## src/rtl/vsg_pkg.sv

```systemverilog
package vsg_pkg;
  typedef enum logic [1:0] {
    OP_VLD     = 2'd0,
    OP_VST     = 2'd1,
    OP_GATHER  = 2'd2,
    OP_SCATTER = 2'd3
  } vop_e;

  typedef enum logic [1:0] {
    S_IDLE = 2'd0,
    S_WIDE = 2'd1,
    S_ELEM = 2'd2,
    S_DONE = 2'd3
  } seq_st_e;
endpackage

```

## src/rtl/vsg_pick.sv

```systemverilog
// Lowest set lane of mask at or above position 'from'.
module vsg_pick #(
  parameter int N  = 4,
  parameter int IW = 2
) (
  input  logic [N-1:0]  mask,
  input  logic [IW:0]   from,
  output logic          hit,
  output logic [IW-1:0] idx
);
  always_comb begin
    hit = 1'b0;
    idx = '0;
    for (int i = N - 1; i >= 0; i--) begin
      if (mask[i] && (i >= int'(from))) begin
        hit = 1'b1;
        idx = IW'(i);
      end
    end
  end
endmodule

```

## src/rtl/vsg_agen.sv

```systemverilog
// Per-lane address generation and lane selection for the scalar port.
module vsg_agen #(
  parameter int N  = 4,
  parameter int EW = 32,
  parameter int AW = 32,
  parameter int IW = 2
) (
  input  logic [AW-1:0]   base,
  input  logic [N*EW-1:0] index,
  input  logic [N*EW-1:0] wvec,
  input  logic [IW-1:0]   sel,
  output logic [AW-1:0]   addr,
  output logic [EW-1:0]   wlane
);
  logic [AW-1:0] lane_addr [N];
  logic [EW-1:0] lane_data [N];

  for (genvar g = 0; g < N; g++) begin : g_lane
    assign lane_addr[g] = base + AW'(index[g*EW +: EW]);
    assign lane_data[g] = wvec[g*EW +: EW];
  end

  assign addr  = lane_addr[sel];
  assign wlane = lane_data[sel];
endmodule

```

## src/rtl/vsg_dreg.sv

```systemverilog
// Destination vector register with per-lane write enables.
module vsg_dreg #(
  parameter int N  = 4,
  parameter int EW = 32
) (
  input  logic            clk,
  input  logic            rst_n,
  input  logic [N-1:0]    lane_we,
  input  logic            narrow_sel,
  input  logic [N*EW-1:0] wide_in,
  input  logic [EW-1:0]   narrow_in,
  output logic [N*EW-1:0] vreg
);
  for (genvar g = 0; g < N; g++) begin : g_lane
    logic [EW-1:0] lane_q, lane_d;
    assign lane_d = narrow_sel ? narrow_in : wide_in[g*EW +: EW];
    always_ff @(posedge clk or negedge rst_n) begin
      if (!rst_n)          lane_q <= '0;
      else if (lane_we[g]) lane_q <= lane_d;
    end
    assign vreg[g*EW +: EW] = lane_q;
  end
endmodule

```

## src/rtl/vsg_seq.sv

```systemverilog
module vsg_seq
  import vsg_pkg::*;
#(
  parameter int NUM_EL = 4,
  parameter int EW     = 32,
  parameter int AW     = 32
) (
  input  logic                 clk,
  input  logic                 rst_n,
  input  logic                 op_valid,
  input  logic [1:0]           op_kind,
  input  logic [AW-1:0]        op_base,
  input  logic [NUM_EL*EW-1:0] op_index,
  input  logic [NUM_EL-1:0]    op_mask,
  input  logic [NUM_EL*EW-1:0] op_wdata,
  output logic                 op_ready,
  output logic                 done,
  output logic [NUM_EL*EW-1:0] vreg,
  output logic                 wmem_req,
  output logic                 wmem_we,
  output logic [AW-1:0]        wmem_addr,
  output logic [NUM_EL*EW-1:0] wmem_wdata,
  output logic [NUM_EL-1:0]    wmem_lane_en,
  input  logic                 wmem_ack,
  input  logic [NUM_EL*EW-1:0] wmem_rdata,
  output logic                 smem_req,
  output logic                 smem_we,
  output logic [AW-1:0]        smem_addr,
  output logic [EW-1:0]        smem_wdata,
  input  logic                 smem_ack,
  input  logic [EW-1:0]        smem_rdata
);
  localparam int IW = (NUM_EL > 1) ? $clog2(NUM_EL) : 1;
  localparam int VW = NUM_EL * EW;

  seq_st_e             st_q, st_d;
  vop_e                kind_q;
  logic [AW-1:0]       base_q;
  logic [VW-1:0]       index_q, wdata_q;
  logic [NUM_EL-1:0]   mask_q;
  logic [IW-1:0]       ptr_q, ptr_d;
  logic                capture;
  logic                pick_hit;
  logic [IW-1:0]       pick_idx;
  logic [IW:0]         pick_from;
  logic [NUM_EL-1:0]   pick_mask;
  logic [NUM_EL-1:0]   lane_we;
  logic                is_contig;

  assign is_contig = (op_kind == OP_VLD) || (op_kind == OP_VST);
  assign pick_mask = (st_q == S_IDLE) ? op_mask : mask_q;
  assign pick_from = (st_q == S_IDLE) ? '0 : ({1'b0, ptr_q} + 1'b1);

  vsg_pick #(.N(NUM_EL), .IW(IW)) u_pick (
    .mask (pick_mask),
    .from (pick_from),
    .hit  (pick_hit),
    .idx  (pick_idx)
  );

  vsg_agen #(.N(NUM_EL), .EW(EW), .AW(AW), .IW(IW)) u_agen (
    .base  (base_q),
    .index (index_q),
    .wvec  (wdata_q),
    .sel   (ptr_q),
    .addr  (smem_addr),
    .wlane (smem_wdata)
  );

  // Next-state logic
  always_comb begin
    st_d    = st_q;
    ptr_d   = ptr_q;
    capture = 1'b0;
    unique case (st_q)
      S_IDLE: begin
        if (op_valid) begin
          capture = 1'b1;
          ptr_d   = pick_idx;
          if (!pick_hit)      st_d = S_DONE;
          else if (is_contig) st_d = S_WIDE;
          else                st_d = S_ELEM;
        end
      end
      S_WIDE: if (wmem_ack) st_d = S_DONE;
      S_ELEM: begin
        if (smem_ack) begin
          if (pick_hit) ptr_d = pick_idx;
          else          st_d  = S_DONE;
        end
      end
      S_DONE: st_d = S_IDLE;
      default: st_d = S_IDLE;
    endcase
  end

  // State registers
  always_ff @(posedge clk or negedge rst_n) begin
    if (!rst_n) begin
      st_q  <= S_IDLE;
      ptr_q <= '0;
    end else begin
      st_q  <= st_d;
      ptr_q <= ptr_d;
    end
  end

  // Operation registers, enabled on acceptance
  always_ff @(posedge clk or negedge rst_n) begin
    if (!rst_n) begin
      kind_q  <= OP_VLD;
      base_q  <= '0;
      index_q <= '0;
      wdata_q <= '0;
      mask_q  <= '0;
    end else if (capture) begin
      kind_q  <= vop_e'(op_kind);
      base_q  <= op_base;
      index_q <= op_index;
      wdata_q <= op_wdata;
      mask_q  <= op_mask;
    end
  end

  always_comb begin
    lane_we = '0;
    if (st_q == S_WIDE && wmem_ack && kind_q == OP_VLD)
      lane_we = mask_q;
    else if (st_q == S_ELEM && smem_ack && kind_q == OP_GATHER)
      lane_we = NUM_EL'(1) << ptr_q;
  end

  vsg_dreg #(.N(NUM_EL), .EW(EW)) u_dreg (
    .clk        (clk),
    .rst_n      (rst_n),
    .lane_we    (lane_we),
    .narrow_sel (st_q == S_ELEM),
    .wide_in    (wmem_rdata),
    .narrow_in  (smem_rdata),
    .vreg       (vreg)
  );

  assign op_ready     = (st_q == S_IDLE);
  assign done         = (st_q == S_DONE);
  assign wmem_req     = (st_q == S_WIDE);
  assign wmem_we      = (kind_q == OP_VST);
  assign wmem_addr    = base_q;
  assign wmem_wdata   = wdata_q;
  assign wmem_lane_en = mask_q;
  assign smem_req     = (st_q == S_ELEM);
  assign smem_we      = (kind_q == OP_SCATTER);
endmodule

```

## config.mk

```make
export PLATFORM = sky130hd
export DESIGN_NAME = vsg_seq
export DESIGN_NICKNAME = d
export VERILOG_FILES = /design/src/rtl/vsg_pkg.sv /design/src/rtl/vsg_pick.sv /design/src/rtl/vsg_agen.sv /design/src/rtl/vsg_dreg.sv /design/src/rtl/vsg_seq.sv
export SDC_FILE = /design/constraint.sdc
export NUM_CORES = 1
export LEC_CHECK = 0
export BUFFER_PORTS_ARGS = -buffer_cell sky130_fd_sc_hd__buf_2
export CORE_AREA = 3 3 319 321
export DETAILED_ROUTE_END_ITERATION = 8
export DIE_AREA = 0 0 322 324
export HOLD_SLACK_MARGIN = 0.05
export PLACE_DENSITY_LB_ADDON = 0.08
export SETUP_SLACK_MARGIN = 0.1
export SYNTH_ARGS = -nofsm -noshare
export SYNTH_HDL_FRONTEND = slang
export SYNTH_SLANG_ARGS = --single-unit
```

## constraint.sdc

```tcl
create_clock -name clk -period 4.2 [get_ports clk]
set_clock_uncertainty 0.1 [all_clocks]
set_input_delay 0.84 -clock clk [delete_from_list [all_inputs] [get_ports clk]]
set_output_delay 0.84 -clock clk [all_outputs]
set_load 0.01 [all_outputs]
```

==> run_results.csv <==
group,metric,value,unit
sta,setup_slack,-0.891,ns
critical_path,worst_r2r_path_depth,11,
sta,rsz_0062_raised_after_global_routing,"yes",
sta,timing_max_transition_violations_final,0,
final_layout,n_fill_cell,10200,
synth,synth-edff-count,0,
sta,timing.final.crit_share,121,%
power_and_ir_drop,p_leak,0.0167,uW
critical_path,critical_path_required,3.26,ns
place,dp_hpwl,98.3,mm
cts,clockBufferDepth,3,
power_and_ir_drop,report.power.total,40200,uW
global_routing,grt_start_max_net_pins,89,
detailed_routing,residual_drc,0,
final_layout,layout_cell_share_with_drive_strength_beyond_1,51.0,%
synth,yosysSeqAreaShare,43.2,%
global_routing,via_count_of_the_first_global_routing_pass,22900,
floorplanning,die_height,324,um
global_routing,grt_first_pass_wirelength,168,mm
critical_path,worst-path-max-fanout,4,
sta,worstMarginPinSlew,1.17,ns
job,max_cap_violations,0,
synth,post_synth_top_area_share,43.2,%
outcome,failed_checks,"negative setup slack",
critical_path,launching_element_type_of_the_critical_path,"flop",
floorplanning,core_area,99600,sq um
sta,timing.setup.tns,-14.34,ns
synth,synth_top_flop_cell,"sky130_fd_sc_hd__dfrtp_1",
synth,synth-seq-cells,426,
place,place_ws,-0.440,ns
final_layout,area_growth_syn_to_layout,42.3,%
final_layout,post-route-cell-area,35100,sq um
critical_path,critical_path.endpoint_type,"primary output",
sta,fmaxAchievable,196,MHz
place,io_buffers,820,
final_layout,finish.net_count,3827,
sta,finalWorstPathRequiredPeriod,5.09,ns
hold_path,holdCritPathClass,"in -> async",
synth,synth_fp_nets,2789,
power_and_ir_drop,irDropWorstVdd,0.419,mV
synth,yosys.cell_count.top_type,"sky130_fd_sc_hd__dfrtp_1",
floorplanning,die_width,322,um
sta,timing_hold_violations_final,0,
synth,synthesis.instances,2193,
cts,num_cts_buffers,54,
detailed_routing,wire_per_inst,26.3,um
floorplanning,placement_rows,116,
sta,maxSlewHeadroom,21.6,%
sta,holdWs,0.127,ns
global_routing,antenna_found_initial,44,
cts,h_tree_depth,2,
detailed_routing,vias_per_cell,4.77,
cts,holdBufCountCts,0,
cts,clock_insertion_delay_worst_skew,0.64,ns
detailed_routing,via_count,21900,
synth,ys_async_sr_fraction,100,%
sta,final-setup-viol-count,24,
synth,syn_avg_cell_area,11.2,sq um
floorplanning,initial_utilization,24.8,%
synth,synth.largest_area_cell,"sky130_fd_sc_hd__dfrtp_1",
power_and_ir_drop,cellPowerDensity,1150,nW/um^2
detailed_routing,first_iteration_detailed_routing_drc_count,1069,
outcome,outcome,"finished with violations",
global_routing,grt.overflow.total,0,
place,globalplace.congestion,0.939,
cts,tritoncts_num_sinks,426,
floorplanning,dieArea,104000,sq um
cts,clockRootBuffer,"sky130_fd_sc_hd__clkbuf_16",
global_routing,gr-usage-all-layers,22.3,%
synth,synthesis.area,24700,sq um
critical_path,cp.arrival,4.15,ns
detailed_routing,wirelength,121,mm
synth,yosys_synthesis_warning_count,0,
synth,post_synth_most_frequent_cells,"426 x sky130_fd_sc_hd__dfrtp_1, 294 x sky130_fd_sc_hd__mux2_2, 214 x sky130_fd_sc_hd__nand2_1",
synth,synth.lib_cells_used.distinct,75,
detailed_routing,drtPass1Iterations,6,
synth,ys_top_cells_by_area,"sky130_fd_sc_hd__dfrtp_1 43%, sky130_fd_sc_hd__mux2_2 13%, sky130_fd_sc_hd__ha_1 6.7%, sky130_fd_sc_hd__mux2i_1 5.4%, sky130_fd_sc_hd__mux4_2 4.7%",
cts,tritoncts,"built",
detailed_routing,final_antenna_net_count,0,
floorplanning,io_pins,821,
critical_path,setup.worst_path.class,"reg -> out",
place,place_area,32000,sq um
cts,clk_pin_slew,0.06,ns
-- worst max-delay path, stage by stage (launching register included) --
cell                        delay [ns]
sky130_fd_sc_hd__dfrtp_2          0.46
sky130_fd_sc_hd__ha_4             0.19
sky130_fd_sc_hd__fa_2             0.37
sky130_fd_sc_hd__a21o_1           0.21
sky130_fd_sc_hd__a221oi_4         0.31
sky130_fd_sc_hd__o31a_1           0.28
sky130_fd_sc_hd__a41oi_2          0.20
sky130_fd_sc_hd__a211o_1          0.32
sky130_fd_sc_hd__a21oi_2          0.17
sky130_fd_sc_hd__o31a_4           0.18
sky130_fd_sc_hd__o21bai_4         0.07
sky130_fd_sc_hd__xnor2_2          0.15
sky130_fd_sc_hd__a2111oi_4        0.40
sky130_fd_sc_hd__buf_2            0.21
-- worst paths after layout --
kind                                             start                           to  slack [ns]
setup / recovery                          wmem_addr[0]                smem_addr[28]       -0.89
hold / removal                                   rst_n   u_dreg.g_lane[1].lane_q[0]        0.13
setup reg to reg                              ptr_q[1]                      st_q[1]        1.07
hold reg to reg            u_dreg.g_lane[1].lane_q[23]  u_dreg.g_lane[1].lane_q[23]        0.37
max in group asynchronous                        rst_n  u_dreg.g_lane[2].lane_q[24]        2.84
min in group clk                          op_index[33]                  index_q[33]        0.33
-- kinds of logic after synthesis --
kind of cell             share of synthesized area, %
flip-flops                                       43.2
multiplexers                                     23.5
buffers and inverters                            2.25
adder cells (fa/ha/maj)                          7.07
AO/OA/AOI/OAI                                    13.0
XOR/XNOR                                         4.01
AND/OR/NAND/NOR                                  6.94
-- state kept, by name (all words and copies together) (netlist names) --
name and count:
u_dreg.g_lane.lane_q 128, wmem_lane_en 4, kind_q 2, ptr_q 2, wmem_addr 32, st_q 2, index_q 128, wmem_wdata 128
-- through the flow --
step,instances,util (%)
after floorplan,2193,-
after detailed placement,4447,32.1
after global routing,4574,35.2
after CTS,4560,34.6
after global placement,4447,32.1
final,4593,35.2
-- placed cells by master (no fill, tap or decap), types with 11 or more instances in the layout --
master                      synthesis  layout
sky130_fd_sc_hd__mux4_2            52      52
sky130_fd_sc_hd__buf_2              0     797
sky130_fd_sc_hd__xnor2_2            0      11
sky130_fd_sc_hd__o22ai_1           11      11
sky130_fd_sc_hd__inv_1             30      29
sky130_fd_sc_hd__nor3_1            17      13
sky130_fd_sc_hd__o21ai_1           10      13
sky130_fd_sc_hd__mux2i_1          132     132
sky130_fd_sc_hd__buf_6              4      47
sky130_fd_sc_hd__nor2b_1           14      12
sky130_fd_sc_hd__nand4_1           17      17
sky130_fd_sc_hd__ha_4               0      12
sky130_fd_sc_hd__nor2_1            58      53
sky130_fd_sc_hd__buf_4              1     232
sky130_fd_sc_hd__xnor2_1           69      58
sky130_fd_sc_hd__buf_12             0      12
sky130_fd_sc_hd__nand3_1           26      25
sky130_fd_sc_hd__xor2_1            44      41
sky130_fd_sc_hd__clkbuf_1          90      14
sky130_fd_sc_hd__a21oi_2            6      22
sky130_fd_sc_hd__diode_2            0      22
sky130_fd_sc_hd__a21o_1            52      52
sky130_fd_sc_hd__dfrtp_1          426     419
sky130_fd_sc_hd__nand2_1          214     210
sky130_fd_sc_hd__o21ai_0          192     176
sky130_fd_sc_hd__clkbuf_16          0      54
sky130_fd_sc_hd__a21oi_1          122     101
sky130_fd_sc_hd__ha_1             133     121
sky130_fd_sc_hd__mux2_2           294     294
-- per-layer routing --
metal	global-route usage, %	wire (um)	vias up	share of wire, %
met2	40.8	63200	629	52
met4	6.23	3380	32	2.8
met3	5.48	7390	159	6.1
li1	-	-	10200	-
met1	25.8	46700	10900	39
met5	0	198	-	0.16
-- cell type report --
| class | count | area [sq um] | area share, % |
|---|---|---|---|
| Antenna cell | 22 | 55.1 | 0.157 |
| Clock buffer | 78 | 1540 | 4.39 |
| Clock inverter | 20 | 278 | 0.792 |
| Inverter | 31 | 116 | 0.332 |
| Multi-Input combinational cell | 1629 | 14300 | 40.7 |
| Sequential cell | 426 | 10700 | 30.4 |
| Tap cell | 1298 | 1620 | 4.63 |
| Timing Repair Buffer | 1089 | 6520 | 18.6 |
-- power by group --
group	leakage (uW)	internal [uW]	total [uW]	switching (uW)
logic	0.0107	13100	27100	14000
clock network	0.000888	2860	4850	1990
registers	0.00515	6140	8260	2120
-- repair_timing --
action	in CTS	in global routing
endpoints found under the hold margin	0	0
gates resized for setup	120	94
buffers inserted	16	18
pin swaps	53	89
endpoints found under the setup margin	28	28
Note: power is estimated with default switching activity, not from simulation.
